File: config.mk
export PLATFORM = sky130hd
export DESIGN_NAME = xlat_cache
export DESIGN_NICKNAME = d
export VERILOG_FILES = /design/src/rtl/xc_pkg.sv /design/src/rtl/xc_entry_cmp.sv /design/src/rtl/xc_first_one.sv /design/src/rtl/xlat_cache.sv
export SDC_FILE = /design/constraint.sdc
export NUM_CORES = 2
export LEC_CHECK = 0
export BUFFER_PORTS_ARGS = -buffer_cell sky130_fd_sc_hd__buf_2
export CAP_MARGIN = 20
export CELL_PAD_IN_SITES_DETAIL_PLACEMENT = 2
export CELL_PAD_IN_SITES_GLOBAL_PLACEMENT = 2
export CORE_AREA = 2 2 364 366
export DETAILED_ROUTE_END_ITERATION = 10
export DIE_AREA = 0 0 366 368
export PLACE_DENSITY_LB_ADDON = 0.1
export SETUP_SLACK_MARGIN = 0.15
export SLEW_MARGIN = 15
export SYNTH_ARGS = -nofsm -noshare
export SYNTH_HDL_FRONTEND = slang
export SYNTH_SLANG_ARGS = --single-unit
File: constraint.sdc
create_clock -name clk -period 4.4 [get_ports clk]
set_input_delay 0.22 -clock clk [delete_from_list [all_inputs] [get_ports clk]]
set_output_delay 0.22 -clock clk [all_outputs]
set_load 0.05 [all_outputs]
File: src/rtl/xc_pkg.sv
package xc_pkg;
    localparam int VA_W     = 32;
    localparam int OFS_W    = 12;
    localparam int LG_OFS_W = 22;
    localparam int VPN_W    = VA_W - OFS_W;
    localparam int LTAG_W   = VA_W - LG_OFS_W;

    typedef struct packed {
        logic             vld;
        logic             lrg;
        logic             glb;
        logic             usr;
        logic             wr;
        logic [VPN_W-1:0] vpn;
        logic [VPN_W-1:0] pfn;
    } xc_entry_t;
endpackage

File: src/rtl/xc_entry_cmp.sv
module xc_entry_cmp
    import xc_pkg::*;
(
    input  xc_entry_t        ent_i,
    input  logic [VA_W-1:0]  lk_va_i,
    input  logic [VA_W-1:0]  inv_va_i,
    output logic             lk_hit_o,
    output logic             inv_hit_o
);
    function automatic logic covers(input xc_entry_t e, input logic [VA_W-1:0] va);
        if (!e.vld) return 1'b0;
        if (e.lrg)  return e.vpn[VPN_W-1 -: LTAG_W] == va[VA_W-1 -: LTAG_W];
        return e.vpn == va[VA_W-1:OFS_W];
    endfunction

    always_comb begin
        lk_hit_o  = covers(ent_i, lk_va_i);
        inv_hit_o = covers(ent_i, inv_va_i);
    end
endmodule

File: src/rtl/xc_first_one.sv
module xc_first_one #(
    parameter int N  = 16,
    localparam int IW = (N > 1) ? $clog2(N) : 1
) (
    input  logic [N-1:0]  req_i,
    output logic          found_o,
    output logic [IW-1:0] idx_o
);
    always_comb begin
        found_o = |req_i;
        idx_o   = '0;
        for (int i = N - 1; i >= 0; i--) begin
            if (req_i[i]) idx_o = i[IW-1:0];
        end
    end
endmodule

File: src/rtl/xlat_cache.sv
module xlat_cache
    import xc_pkg::*;
#(
    parameter int ENTRIES = 16
) (
    input  logic             clk,
    input  logic             rst_n,
    input  logic             lk_valid,
    input  logic [VA_W-1:0]  lk_vaddr,
    input  logic             lk_write,
    input  logic             lk_user,
    input  logic             wp_enable,
    input  logic             fill_valid,
    input  logic [VPN_W-1:0] fill_vpn,
    input  logic [VPN_W-1:0] fill_pfn,
    input  logic             fill_large,
    input  logic             fill_global,
    input  logic             fill_user,
    input  logic             fill_write,
    input  logic             fill_present,
    input  logic             inv_page,
    input  logic [VA_W-1:0]  inv_vaddr,
    input  logic             inv_base_reload,
    input  logic             inv_global_chg,
    output logic             rsp_valid,
    output logic             rsp_hit,
    output logic             rsp_miss,
    output logic             rsp_fault,
    output logic [VA_W-1:0]  rsp_paddr,
    output logic [VA_W-1:0]  fault_vaddr
);
    localparam int IDX_W = (ENTRIES > 1) ? $clog2(ENTRIES) : 1;
    localparam logic [IDX_W-1:0] LAST_IDX = IDX_W'(ENTRIES - 1);

    typedef struct packed {
        xc_entry_t [ENTRIES-1:0] tab;
        logic [IDX_W-1:0]        ptr;
        logic                    rsp_v;
        logic                    hit;
        logic                    miss;
        logic                    flt;
        logic [VA_W-1:0]         pa;
        logic [VA_W-1:0]         flt_va;
    } state_t;

    state_t s_d, s_q;

    logic [ENTRIES-1:0] lk_hit_vec, inv_hit_vec, vld_vec, glb_vec;
    logic               lk_found, free_found;
    logic [IDX_W-1:0]   lk_idx, free_idx;

    // One comparator pair per slot
    for (genvar g = 0; g < ENTRIES; g++) begin : g_cmp
        xc_entry_cmp u_cmp (
            .ent_i     (s_q.tab[g]),
            .lk_va_i   (lk_vaddr),
            .inv_va_i  (inv_vaddr),
            .lk_hit_o  (lk_hit_vec[g]),
            .inv_hit_o (inv_hit_vec[g])
        );
    end

    always_comb begin
        for (int i = 0; i < ENTRIES; i++) begin
            vld_vec[i] = s_q.tab[i].vld;
            glb_vec[i] = s_q.tab[i].glb;
        end
    end

    // Lowest index wins among matches
    xc_first_one #(.N(ENTRIES)) u_lk_pick (
        .req_i   (lk_hit_vec),
        .found_o (lk_found),
        .idx_o   (lk_idx)
    );

    // Lowest free slot for fills
    xc_first_one #(.N(ENTRIES)) u_free_pick (
        .req_i   (~vld_vec),
        .found_o (free_found),
        .idx_o   (free_idx)
    );

    xc_entry_t sel, new_ent;
    logic      deny;

    always_comb begin
        s_d = s_q;

        sel  = s_q.tab[lk_idx];
        deny = (lk_user && !sel.usr) ||
               (lk_write && !sel.wr && (lk_user || wp_enable));

        s_d.rsp_v = lk_valid;
        s_d.hit   = 1'b0;
        s_d.miss  = 1'b0;
        s_d.flt   = 1'b0;
        if (lk_valid) begin
            if (!lk_found) begin
                s_d.miss = 1'b1;
            end else if (deny) begin
                s_d.flt    = 1'b1;
                s_d.flt_va = lk_vaddr;
            end else begin
                s_d.hit = 1'b1;
                s_d.pa  = sel.lrg ? {sel.pfn[VPN_W-1 -: LTAG_W], lk_vaddr[LG_OFS_W-1:0]}
                                  : {sel.pfn, lk_vaddr[OFS_W-1:0]};
            end
        end

        new_ent.vld = 1'b1;
        new_ent.lrg = fill_large;
        new_ent.glb = fill_global;
        new_ent.usr = fill_user;
        new_ent.wr  = fill_write;
        new_ent.vpn = fill_vpn;
        new_ent.pfn = fill_pfn;

        if (inv_global_chg) begin
            for (int i = 0; i < ENTRIES; i++) s_d.tab[i].vld = 1'b0;
        end else if (inv_base_reload) begin
            for (int i = 0; i < ENTRIES; i++)
                if (!s_q.tab[i].glb) s_d.tab[i].vld = 1'b0;
        end else if (inv_page) begin
            for (int i = 0; i < ENTRIES; i++)
                if (inv_hit_vec[i]) s_d.tab[i].vld = 1'b0;
        end else if (fill_valid && fill_present) begin
            if (free_found) begin
                s_d.tab[free_idx] = new_ent;
            end else begin
                s_d.tab[s_q.ptr] = new_ent;
                s_d.ptr = (s_q.ptr == LAST_IDX) ? '0 : s_q.ptr + 1'b1;
            end
        end
    end

    always_ff @(posedge clk) begin
        if (!rst_n) s_q <= '0;
        else        s_q <= s_d;
    end

    assign rsp_valid   = s_q.rsp_v;
    assign rsp_hit     = s_q.hit;
    assign rsp_miss    = s_q.miss;
    assign rsp_fault   = s_q.flt;
    assign rsp_paddr   = s_q.pa;
    assign fault_vaddr = s_q.flt_va;

    // one response per request, one outcome
    assert_rsp_follows_req_R1: assert property (@(posedge clk) disable iff (!rst_n)
        lk_valid |=> rsp_valid);
    assert_single_outcome_R1: assert property (@(posedge clk) disable iff (!rst_n)
        rsp_valid |-> $countones({rsp_hit, rsp_miss, rsp_fault}) == 1);
    // non-present fill leaves table untouched
    assert_no_nonpresent_fill_R3: assert property (@(posedge clk) disable iff (!rst_n)
        (fill_valid && !fill_present && !inv_page && !inv_base_reload && !inv_global_chg)
        |=> $stable(vld_vec));
    // covering entries gone after page invalidate
    assert_page_inv_R4: assert property (@(posedge clk) disable iff (!rst_n)
        (inv_page && !inv_base_reload && !inv_global_chg)
        |=> (vld_vec & $past(inv_hit_vec)) == '0);
    // reload clears non-global, keeps global
    assert_reload_clear_R5: assert property (@(posedge clk) disable iff (!rst_n)
        (inv_base_reload && !inv_global_chg) |=> (vld_vec & ~glb_vec) == '0);
    assert_reload_keep_R5: assert property (@(posedge clk) disable iff (!rst_n)
        (inv_base_reload && !inv_global_chg) |=> (vld_vec & glb_vec) == $past(vld_vec & glb_vec));
    // global-enable change empties table
    assert_global_flush_R6: assert property (@(posedge clk) disable iff (!rst_n)
        inv_global_chg |=> vld_vec == '0);
    // fault address tracks the faulting request
    assert_fault_addr_R8: assert property (@(posedge clk) disable iff (!rst_n)
        (lk_valid ##1 rsp_fault) |-> fault_vaddr == $past(lk_vaddr));
endmodule

# ---- Word level (Yosys, flattened, before mapping)
# Index checks and enable logic that the tools add are counted.
dict set report word_totals {
  ff_bits 792
  output_inout_bits 68
}
dict set report classes {
  add_sub_neg 1
  order_cmp 5
  n_eq_ne 97
  muxes 256
  bitwise_logic 7
  reduce_logical 36
}
# op n
set op_table {}
lappend op_table {{$bwmux 720} 2}
lappend op_table {{$mux 724} 1}
lappend op_table {{$mux 720} 1}
lappend op_table {{$eq 20x20->1} 32}
lappend op_table {{$demux 45 s4} 2}
lappend op_table {{$eq 10x10->1} 32}
lappend op_table {{$mux 1} 211}
lappend op_table {{$bmux 45 s4} 1}
lappend op_table {{$mux 4} 34}
lappend op_table {{$mux 45} 2}
lappend op_table {{$reduce_and 3->1} 19}
lappend op_table {{$ne 3x1->1 const B} 16}
lappend op_table {{$mux 44} 1}
lappend op_table {{$ne 2x2->1 const B} 16}
lappend op_table {{$reduce_or 16->1} 2}
lappend op_table {{$mux 22} 1}
lappend op_table {{$not 16->16} 1}
lappend op_table {{$lt 4x5->1 const B} 3}
lappend op_table {{$ge 4x1->1 const B} 2}
lappend op_table {{$logic_and 1x1->1} 6}
lappend op_table {{$not 1->1} 6}
lappend op_table {{$reduce_and 5->1} 1}
lappend op_table {{$add 4x1->4 const B} 1}
lappend op_table {{$eq 4x4->1 const B} 1}
lappend op_table {{6 further kinds} 8}

# ---- Depth between registers and ports, before layout
dict set report depth {
  depth_word 28
  ltp_mapped 19
}

# ---- By module
# Synthesis repeated with hierarchy kept, for this count alone.
dict set report unflattened {
  cells_unflattened 4793
  area_unflattened_um2 39090.0
}
# mod n_inst cells_per_inst area_per_inst_um2
set modules_own_cells {}
lappend modules_own_cells {xlat_cache 1 3861 31590.3}
lappend modules_own_cells {xc_entry_cmp 16 54 446.7}
lappend modules_own_cells {xc_first_one 2 34 176.4}

# ---- Least setup slack after synthesis
# Ideal clock, no wire load.
dict set report synth_timing {
  kind {input to register}
  startpoint {input lk_vaddr[27]}
  endpoint {register s_q, in the netlist rsp_paddr[10]}
  setup_ns 0.072
  arrival_ns 3.430
  required_ns 4.328
  setup_slack_ns 0.899
  cell_stages 18
  path_cell_list {buf_2 > buf_2 > xnor2_1 > nand4_1 > nor4_1 > a2bb2oi_2 > o2111a_1 > a211o_1 > a21oi_1 > buf_2 > mux2i_1 > mux2i_1 > a32o_1 > nor2_1 > or2_1 > buf_6 > buf_6 > mux2i_1}
}
dict set report synth_between {
  elab_chain_len 28
  word_cells_on_any_way 107
  classes_between {32 x eq/ne; 66 x mux; 1 x bitwise; 8 x reduce/logical}
}
# item line
set synth_lines {}
lappend synth_lines {{start: declaration} xlat_cache.sv:9} ;# input logic [VA_W-1:0] lk_vaddr,
lappend synth_lines {{$eq 10x10->1} xc_entry_cmp.sv:12} ;# if (e.lrg) return e.vpn[VPN_W-1 -: LTAG_W] == va[VA_W-1 -: LTAG_W];
lappend synth_lines {{$mux 1} xc_entry_cmp.sv:12}
lappend synth_lines {{$mux 1} xc_entry_cmp.sv:13} ;# return e.vpn == va[VA_W-1:OFS_W];
lappend synth_lines {{$mux 1} xc_entry_cmp.sv:12}
lappend synth_lines {{$mux 4 (16 in a row)} xc_first_one.sv:13} ;# if (req_i[i]) idx_o = i[IW-1:0];
lappend synth_lines {{$bmux 45 s4} xlat_cache.sv:90} ;# sel = s_q.tab[lk_idx];
lappend synth_lines {{$mux 44 (not written as such)} xlat_cache.sv:90}
lappend synth_lines {{$logic_not 1->1} xlat_cache.sv:92} ;# (lk_write && !sel.wr && (lk_user || wp_enable));
lappend synth_lines {{$logic_and 1x1->1 (2 in a row)} xlat_cache.sv:92}
lappend synth_lines {{$logic_or 1x1->1} xlat_cache.sv:91} ;# deny = (lk_user && !sel.usr) ||
lappend synth_lines {{$not 1->1 (no line)} --}
lappend synth_lines {{$reduce_and 3->1 (no line) *} --}
lappend synth_lines {{end signal: assignment} xlat_cache.sv:138} ;# if (!rst_n) s_q <= '0;
lappend synth_lines {{end signal: assignment} xlat_cache.sv:139} ;# else s_q <= s_d;
lappend synth_lines {{end: declaration} xlat_cache.sv:46} ;# state_t s_d, s_q;
# Mark *: on every way between the ends. The rest lies on a longest branch, timed or not. The select of a mux whose other input is x is not followed.
# A chain may end at the register's enable or synchronous reset.

# ---- Worst setup path after layout
dict set report layout_timing {
  startpoint {register s_q[470] (netlist bit)}
  endpoint {register s_q, in the netlist rsp_paddr[15]}
}
dict set report layout_between {
  elab_chain_len 21
  word_cells_on_any_way 26
  classes_between {2 x eq/ne; 15 x mux; 1 x bitwise; 8 x reduce/logical}
}
# item line
set layout_lines {}
lappend layout_lines {{$eq 10x10->1} xc_entry_cmp.sv:12}
lappend layout_lines {{$mux 1} xc_entry_cmp.sv:12}
lappend layout_lines {{$mux 1 *} xc_entry_cmp.sv:13}
lappend layout_lines {{$mux 1 *} xc_entry_cmp.sv:12}
lappend layout_lines {{$mux 4 (9 in a row)} xc_first_one.sv:13}
lappend layout_lines {{$bmux 45 s4} xlat_cache.sv:90}
lappend layout_lines {{$mux 44 (not written as such)} xlat_cache.sv:90}
lappend layout_lines {{$logic_not 1->1} xlat_cache.sv:92}
lappend layout_lines {{$logic_and 1x1->1 (2 in a row)} xlat_cache.sv:92}
lappend layout_lines {{$logic_or 1x1->1} xlat_cache.sv:91}
lappend layout_lines {{$not 1->1 (no line)} --}
lappend layout_lines {{$reduce_and 3->1 (no line)} --}
# Marked as above.

==> results.md <==
* Outcome: finished, final reports clean
* Setup TNS at 0 ns
* Relative slew slack at 33.0%
* Gr ovfl total at 0
* Critical path class: flop to flop
* Final WL at 195 mm
* Die H at 368 um
* Fin crit share at 96.4%
* EDFF count, synth at 0
* Final #Nets at 5289
* Fmax at 236 MHz
* First-pass GRT wire length at 281 mm
* Yosys cell types at 76
* CP required at 5.05 ns
* Detailed Routing Iterations Pass 1 at 5
* CP endpoint kind: flop
* Register area share after synthesis at 39.4%
* Clock sinks at 792
* Final Util at 37.2%
* Total number of vias at 37.3k
* Critical Path Max Stage Delay at 0.66 ns
* Detailed Place HPWL at 126 mm
* Crit path DAT at 4.90 ns
* Main synth FF type: dfxtp_1
* Initial antenna violation count at 8
* Clk slew on worst S/H paths at 0.06 ns
* # setup viols final at 0
* DR DRC count at 0
* Die ar. at 135000 um^2
* Crit path launch type: flop
* Layout cells sized above 1 at 15.2%
* Latest clock arrival within the worst-skew pair at 0.73 ns
* WP buf/inv at 4
* Slowest CP cell: or4b_1
* Antenna Nets Post-Route at 0
* CP Max Fanout at 6
* Register area at 15900 um^2
* Hold WS at 0.0463 ns
* DRT iter0 DRCs at 1923
* FILL cells at 14.8k
* Leak at 17.7 nW
* Multi-input gate area at 22500 um^2
* CTS tree: built
* Post-synth ARST share at 0%
* Cts bufs inserted at 100
* Min-delay worst type: primary input to flop
* CP delay by family, top: simple AND/OR/NAND/NOR gates
* Synthesized net count at 5104
* Largest net degree at the start of global routing at 136
* Synth Instances at 4981
* Buffer depth of the longest clock path at 3
* Core Region at 131000 um^2
* Power per cell area at 346 nW/um^2
* Vias in the first global route at 39.8k
* I/O Buffers at 174
* Gpl congestion at 0.859
* Post-synthesis cell area at 40300 um^2
* Slew @ Worst Pin at 0.995 ns
* DR vias/cell at 5.33
* Total Routing Usage GR at 28.1%
* Final-report max-slew violation count at 0
* Root buf cell: clkbuf_16
* Worst VDD drop at 257 uV
* CP Cell Sequence: xnor2_1 -> nand4_1 -> or4b_1 -> a211oi_2 -> o21ai_0 -> buf_4 -> and4_4 -> a21oi_4 -> buf_12 -> buf_6 -> mux2i_1 -> a2111o_1 -> o41ai_4 -> or3_4 -> or3_4 -> buf_4 -> o21ai_1
* Number of H-tree levels at 3
* RSZ-0062 raised after global routing: true
* Avg Cell Area, Syn at 8.08 um^2
* Maxcap violations at 0
* I/O pins at 187
* Synthesized flop and latch total at 792
* Final Hold Fails at 0
* DR WL/cell at 27.8 um
* Die W at 366 um
* Area Growth Syn to Fin at 20.9%
* Initial Utilization at 30.8%
* Cell Rows at 133
* Synth warnings at 0
* Clk_skew at 0.0320 ns
* Final min period at 4.24 ns
## cell families (layout without fill, tap and decap cells)
| logic type | Yosys count | after routing | share of synthesized area, % |
|---|---|---|---|
| compound gates | 826 | 826 | 11.8 |
| other cells | 0 | 2 | 0 |
| flops | 792 | 792 | 39.4 |
| buf+inv | 485 | 745 | 5.69 |
| fa+ha+maj | 4 | 4 | 0.124 |
| xor+xnor | 641 | 641 | 13.9 |
| mux | 412 | 412 | 10.4 |
| simple gates | 1821 | 1821 | 18.7 |
## flip-flops by register name, indices dropped and copies added, names as in the netlist
register / flops
glb_vec: 16
rsp_valid: 1
rsp_miss: 1
s_q: 708
rsp_hit: 1
rsp_fault: 1
fault_vaddr: 32
rsp_paddr: 32
## worst paths after layout
check,depth (start not counted),end,slack (ns),startpoint
worst max register to register,17,rsp_paddr[15],0.16,s_q[470]
worst min-delay path,3,s_q[362],0.05,fill_vpn[0]
worst min register to register,2,fault_vaddr[26],0.45,fault_vaddr[26]
worst max-delay path,17,rsp_paddr[15],0.16,s_q[470]
## final cells by class
| cell class | instances | share of cell area, % |
|---|---|---|
| antenna | 2 | 0.0103 |
| sequential | 792 | 32.6 |
| clock buffer | 149 | 6.06 |
| inverter | 14 | 0.123 |
| clock inverter | 28 | 0.766 |
| multi-input combinational | 3704 | 46.3 |
| tap | 1755 | 4.51 |
| timing repair buffer | 554 | 9.67 |
## placed cells by master, fill, tap and decap left out, drive strengths merged, types with 9 or more instances in the layout
cell type and n:
mux2i 376, o211ai 13, nor3 17, nor2 185, xnor2 367, mux2 36
nand3 64, clkinv 17, nor4 93, nand4 79, buf 510, nand2 1336
a21oi 611, a32oi 21, o21ai 43, and2 9, a221oi 16, dlygate4sd3 41
or4 9, dfxtp 792, a22oi 28, xor2 274, inv 16, clkbuf 152
o311ai 11, a41oi 28
## Yosys cell counts, drive strengths merged, types with 2 or more instances
cell / count / area [um^2]
nand2: 1336 / 5020
dfxtp: 792 / 15900
a21oi: 611 / 3070
mux2i: 376 / 3760
xnor2: 367 / 3210
clkbuf: 326 / 1220
xor2: 274 / 2400
nor2: 185 / 704
buf: 145 / 1020
nor4: 93 / 582
nand4: 79 / 494
nand3: 64 / 320
o21ai: 43 / 215
mux2: 36 / 405
a22oi: 28 / 210
a41oi: 28 / 245
a32oi: 21 / 184
nor3: 17 / 90.1
a221oi: 16 / 140
inv: 14 / 52.6
o211ai: 13 / 97.6
o311ai: 11 / 96.3
and2: 9 / 58.8
or4: 9 / 71.3
a31o: 8 / 70.1
or2: 7 / 43.8
a21o: 6 / 45.0
nand2b: 6 / 45.0
and3: 4 / 25.0
ha: 4 / 50.1
nor2b: 4 / 25.0
o22ai: 4 / 25.0
or3: 4 / 25.0
a211oi: 3 / 22.5
a21boi: 3 / 22.5
a2bb2oi: 3 / 32.5
a41o: 3 / 30.0
o21a: 3 / 23.8
o41ai: 3 / 26.3
a22o: 2 / 17.5
and4: 2 / 20.0
o2111ai: 2 / 17.5
o221ai: 2 / 17.5
## power by group
group	leakage (nW)	total, mW	switching (mW)	internal (mW)
combinational	9.73	1.17	0.803	0.365
sequential	6.38	7.18	0.00505	7.18
clock	1.63	8.51	3.49	5.01
total	17.7	16.9	4.30	12.6
## routing by layer
| layer | global-route usage, % | up-vias | wire length [um] |
|---|---|---|---|
| met5 | 0 | - | 27 |
| met4 | 11.1 | 4 | 8400 |
| met3 | 3.49 | 313 | 6530 |
| met2 | 48.4 | 686 | 93400 |
| met1 | 35.5 | 19300 | 86300 |
| li1 | - | 17000 | - |
## stage by stage
stage / instances / total power [mW] / setup slack [ns] / cell area, um^2
after global routing: 6996 / 17.4 / 0.0809 / 48600
final: 6998 / 16.9 / 0.157 / 48700
after CTS: 6986 / 17.1 / 0.137 / 48300
after global placement: 6764 / 8.46 / -0.316 / 44500
after detailed placement: 6764 / 8.46 / -0.465 / 44500
after floorplan: 4981 / 7.94 / 0.899 / 40300
## worst reg2reg max path, stage by stage (launching register included)
cell and delay [ns]:
dfxtp_1 0.32, xnor2_1 0.28, nand4_1 0.14, or4b_1 0.66, a211oi_2 0.31, o21ai_0 0.14, buf_4 0.17, and4_4 0.20
a21oi_4 0.14, buf_12 0.15, buf_6 0.10, mux2i_1 0.18, a2111o_1 0.17, o41ai_4 0.09, or3_4 0.43, or3_4 0.41
buf_4 0.18, o21ai_1 0.13
## what timing repair did
action,4_1_cts,5_1_grt
setup buffers,3,6
setup endpoints to repair,66,64
pin swaps,5,14
gates resized for setup,13,46
hold buffers,41,0
endpoints found under the hold margin,417,0
cloned,1,4
Note: power is estimated with default switching activity, not from simulation.
